`src/rtl/vec_narrow_pack.sv`:
```
module vec_narrow_pack #(
  parameter int VW = 128
) (
  input  logic          clk,
  input  logic          rst_n,
  input  logic          start,
  input  logic [VW-1:0] src_a,
  input  logic [VW-1:0] src_b,
  input  logic [1:0]    esize,
  input  logic [1:0]    mode,
  input  logic          cc_en,
  output logic [VW-1:0] result,
  output logic          res_we,
  output logic [1:0]    cc,
  output logic          cc_valid,
  output logic          spec_err
);

  localparam logic [1:0] MD_SS = 2'b01;
  localparam logic [1:0] MD_US = 2'b10;

  logic [2*VW-1:0] cat;
  logic [VW-1:0]   nres_w [1:3];
  logic [3:1]      all_w, any_w;
  logic [VW-1:0]   nres;
  logic            s_all, s_any, bad, sat_mode;
  logic [1:0]      ncc;

  assign cat = {src_a, src_b};

  for (genvar g = 1; g < 4; g++) begin : g_sz
    localparam int SW = 8 << g;
    localparam int NW = SW / 2;
    localparam int N  = 2 * VW / SW;
    logic [N-1:0]  sat;
    logic [VW-1:0] pv;
    for (genvar k = 0; k < N; k++) begin : g_el
      logic [SW-1:0] e;
      logic [NW:0]   top;
      logic          pos, neg, uns;
      assign e   = cat[k*SW +: SW];
      assign top = e[SW-1:NW-1];
      assign pos = !e[SW-1] && |top;
      assign neg = e[SW-1] && !(&top);
      assign uns = |e[SW-1:NW];
      assign sat[k] = (mode == MD_SS && (pos || neg)) || (mode == MD_US && uns);
      assign pv[k*NW +: NW] =
        (mode == MD_SS && pos) ? {1'b0, {(NW-1){1'b1}}} :
        (mode == MD_SS && neg) ? {1'b1, {(NW-1){1'b0}}} :
        (mode == MD_US && uns) ? {NW{1'b1}} : e[NW-1:0];
    end
    assign nres_w[g] = pv;
    assign all_w[g]  = &sat;
    assign any_w[g]  = |sat;
  end

  always_comb begin
    case (esize)
      2'd2:    begin nres = nres_w[2]; s_all = all_w[2]; s_any = any_w[2]; end
      2'd3:    begin nres = nres_w[3]; s_all = all_w[3]; s_any = any_w[3]; end
      default: begin nres = nres_w[1]; s_all = all_w[1]; s_any = any_w[1]; end
    endcase
  end

  assign bad      = (esize == 2'd0);
  assign sat_mode = (mode == MD_SS) || (mode == MD_US);
  assign ncc      = s_all ? 2'd3 : (s_any ? 2'd1 : 2'd0);

  always_ff @(posedge clk) begin
    if (!rst_n) begin
      result   <= '0;
      res_we   <= 1'b0;
      cc       <= 2'd0;
      cc_valid <= 1'b0;
      spec_err <= 1'b0;
    end else begin
      res_we   <= start && !bad;
      spec_err <= start && bad;
      cc_valid <= start && !bad && cc_en && sat_mode;
      if (start && !bad) result <= nres;
      if (start && !bad && cc_en && sat_mode) cc <= ncc;
    end
  end

endmodule

```
`config.mk`:
```
export PLATFORM = sky130hd
export DESIGN_NAME = vec_narrow_pack
export DESIGN_NICKNAME = d
export VERILOG_FILES = /design/src/rtl/vec_narrow_pack.sv
export SDC_FILE = /design/constraint.sdc
export NUM_CORES = 1
export LEC_CHECK = 0
export CORE_AREA = 2 2 155 157
export DETAILED_ROUTE_END_ITERATION = 8
export DIE_AREA = 0 0 157 159
export DONT_BUFFER_PORTS = 1
export MAX_ROUTING_LAYER = met4
export PLACE_DENSITY_LB_ADDON = 0.3
export SYNTH_ARGS = -nofsm -noshare
export SYNTH_HDL_FRONTEND = slang
export SYNTH_SLANG_ARGS = --single-unit
```
`constraint.sdc`:
```
create_clock -name clk -period 2.8 [get_ports clk]
set_input_delay 0.56 -clock clk [delete_from_list [all_inputs] [get_ports clk]]
set_output_delay 0.56 -clock clk [all_outputs]
set_load 0.01 [all_outputs]
```
==> flow_summary.json <==
{
  "die_w_um": 157,
  "cp_data_arrival_time_ps": 2750,
  "cp_max_fo": 4,
  "area_growth_pct": 13.6,
  "p_clk_frac": 0.408,
  "routed_via_density": 6.92,
  "hp-class": "in2reg",
  "cp-start-kind": "input pin",
  "crit_type": "in2reg",
  "synth_edf_count": 0,
  "grtUsageTotal": 0.361,
  "synth_seq_cells": 133,
  "ant_nets": 0,
  "synthArstFlopShare": 0,
  "end_kind": "flop",
  "comb_power_share": 0.211,
  "switching_share": 0.331,
  "cts_buffer_depth": 2,
  "drt-total-wl_um": 46100,
  "start_util": 0.458,
  "dr.first_iter.drc_count": 1671,
  "final_max_slew_viol_count": 0,
  "antenna_found_initial": 1,
  "cts_tree": "done",
  "met3_usage": 0.107,
  "rows": 56,
  "pre_cts_slack_ps": -89.4,
  "hpwl_um": 33300,
  "grt_util_met2": 0.574,
  "grt-ovfl-total": 0,
  "intPower_mw": 3.96,
  "seqPwrFrac": 0.380,
  "vdd_drop_max_mv": 0.333,
  "use_met1": 0.429,
  "ioPinCount": 397,
  "yosysUniqueCellTypes": 72,
  "yosys_warnings": 0,
  "synth_area_um2": 10600,
  "worst_slack_ps": 357,
  "synth_ff_type": "dfxtp_1",
  "avgRoutedWirePerCell_um": 23.9,
  "period_minus_slack_ps": 2440,
  "cts-root-buf": "clkbuf_16",
  "hold_viol": 0,
  "utilization": 0.520,
  "htree_levels": 4,
  "drive_above_1_share": 0.118,
  "tightestPinTransition_ps": 831,
  "cts-hold-fix-buffers": 0,
  "ys_seq_area_frac": 0.251,
  "finalSetupViolations": 0,
  "syn_nets": 1873,
  "relSlewSlack": 0.443,
  "drcViolationCount": 0,
  "grt_max_degree": 133,
  "nets": 1862,
  "period_share": 0.872,
  "postSynthAreaPerCell_um2": 6.61,
  "timing.fmax_mhz": 409,
  "grt_pass1_vias": 12474,
  "synth_cells": 1607,
  "post_cts_resized": 0,
  "via_count": 13342,
  "cp.required_ps": 3110,
  "clock_skew_ps": 0,
  "cts_setup_buffers": 0,
  "portBuffers": 0,
  "gp_congestion": 0.947,
  "fill_cells": 2312,
  "firstDrtPassIters": 5,
  "p_leak_nw": 4.16,
  "busiest_layer": "met2",
  "rsz0062_at_grt": "no",
  "worst-r2r-setup-slack_ps": 1960,
  "total_power_mw": 5.92,
  "cellPowerDensity_nw_per_um2": 490,
  "clock-sinks": 133,
  "clkSlewWorstSetupHoldPaths_ps": 60,
  "cap_viol_max_count": 0,
  "grt_first_pass_wirelength_um": 69900,
  "fp.dieH_um": 159,
  "power.switching_mw": 1.96,
  "outcome": "finished, final reports clean",
  "holdWs_ps": 199,
  "clock_latency_ps": 430,
  "core_area_um2": 23200,
  "die_area_um2": 25000,
  "cts_buffers": 17
}
==> power groups by stage <==
stage          registers [mW]  logic, mW  clock network (mW)
6_report                 2.25       1.25                2.42
5_1_grt                  2.26       1.39                2.51
4_1_cts                  2.25       1.23                2.43
3_5_place_dp             2.29       1.22                   0
3_3_place_gp             2.29       1.21                   0
2_1_floorplan            2.24      0.905                   0
==> critical path, cell delays in order <==
cell and delay [ps]:
or4_4 530, buf_4 160, o41ai_4 320, nand3_2 140, nor4_1 350, buf_4 160
nand4_1 80, nor3_1 240, a211o_2 140, a21oi_2 50
==> cell usage in the layout, fill, tap and decap left out, types with 8 or more instances in the layout <==
cell,n
o21a_1,27
nand3b_1,12
buf_12,10
clkbuf_16,17
o21ai_0,408
o21ai_1,8
o211ai_1,9
nor2b_1,8
inv_1,13
buf_4,94
nand2_1,54
nand3_1,18
and2_1,11
nor2_1,68
or4_1,22
a31oi_1,24
and3_1,11
dfxtp_1,133
or2_2,9
nor4_1,44
nor3_1,87
a21oi_1,319
nand4_1,69
o221a_2,12
==> cell families after synthesis <==
logic type / count (synthesis) / synth area share
AOI/OAI and AO/OA: 882 / 0.462
and+or+nand+nor: 442 / 0.230
buffers and inverters: 148 / 0.0551
DFF: 133 / 0.251
adders and majority gates: 2 / 0.00236
==> cell usage after synthesis, types with 4 or more instances <==
library cell    n  area, um^2
nand2_1        55         206
a21oi_1       319        1600
or3_1           4        25.0
a211o_1         4        35.0
o22ai_1         4        25.0
nand2b_1        4        25.0
dfxtp_1       133        2660
nor2_1         68         255
a21o_1          6        45.0
a31oi_1        24         150
a311oi_1        5        43.8
o221a_2        12         135
clkbuf_1      110         413
or2_2           9        56.3
and2_1         11        68.8
o31ai_1         6        45.0
nor3_1         87         435
and3_1         11        68.8
buf_1          14        52.6
buf_2           6        30.0
o221ai_1        5        43.8
o211ai_1        9        67.6
nor2b_1         8        50.1
inv_1          13        48.8
o21ai_1         8        40.0
o311ai_0        4        35.0
nand4_1        69         432
o211a_1         4        40.0
nor4_1         44         275
nand3_1        18        90.1
o21a_1         28         210
nand3b_1       12        90.1
nor4_2          4        50.1
o21ai_0       408        2040
or4_1          22         165
==> through the flow <==
| stage | setup TNS (ps) | cells | cell area (um^2) |
|---|---|---|---|
| 2_1_floorplan | 0 | 1607 | 10600 |
| 3_3_place_gp | -28.3 | 1896 | 11500 |
| 3_5_place_dp | -277 | 1896 | 11500 |
| 4_1_cts | 0 | 1927 | 12100 |
| 5_1_grt | 0 | 1928 | 12100 |
| 6_report | 0 | 1929 | 12100 |
==> layout make-up <==
| cell class | count | area, um^2 | share of cell area |
|---|---|---|---|
| antenna | 2 | 5.00 | 0.000415 |
| inverter | 14 | 52.6 | 0.00436 |
| timing repair buffer | 104 | 906 | 0.0751 |
| tap | 319 | 399 | 0.0331 |
| multi-input combinational | 1326 | 7440 | 0.616 |
| sequential | 133 | 2660 | 0.221 |
| clock buffer | 17 | 425 | 0.0353 |
| clock inverter | 14 | 178 | 0.0147 |
==> flip-flops by register name, summed over array words and instances (netlist names) <==
register / count
cc: 2
cc_valid: 1
res_we: 1
result: 128
spec_err: 1
==> path summary, 6_finish.rpt <==
kind	from	end	cells past startpoint
worst max-delay path	src_b[11]	cc[0]	10
worst min-delay path	esize[0]	spec_err	1
worst max register to register	cc[0]	cc[0]	2
worst min register to register	result[32]	result[32]	2
==> layer usage <==
metal  part of all wire  wire length (um)  vias to the layer above
met1               0.39             18000                     6174
met5                  0                 0                        -
met4              0.033              1540                        0
met2               0.46             21200                      850
li1                   -                 -                     6180
met3               0.11              5290                      138
Note: power is estimated with default switching activity, not from simulation.
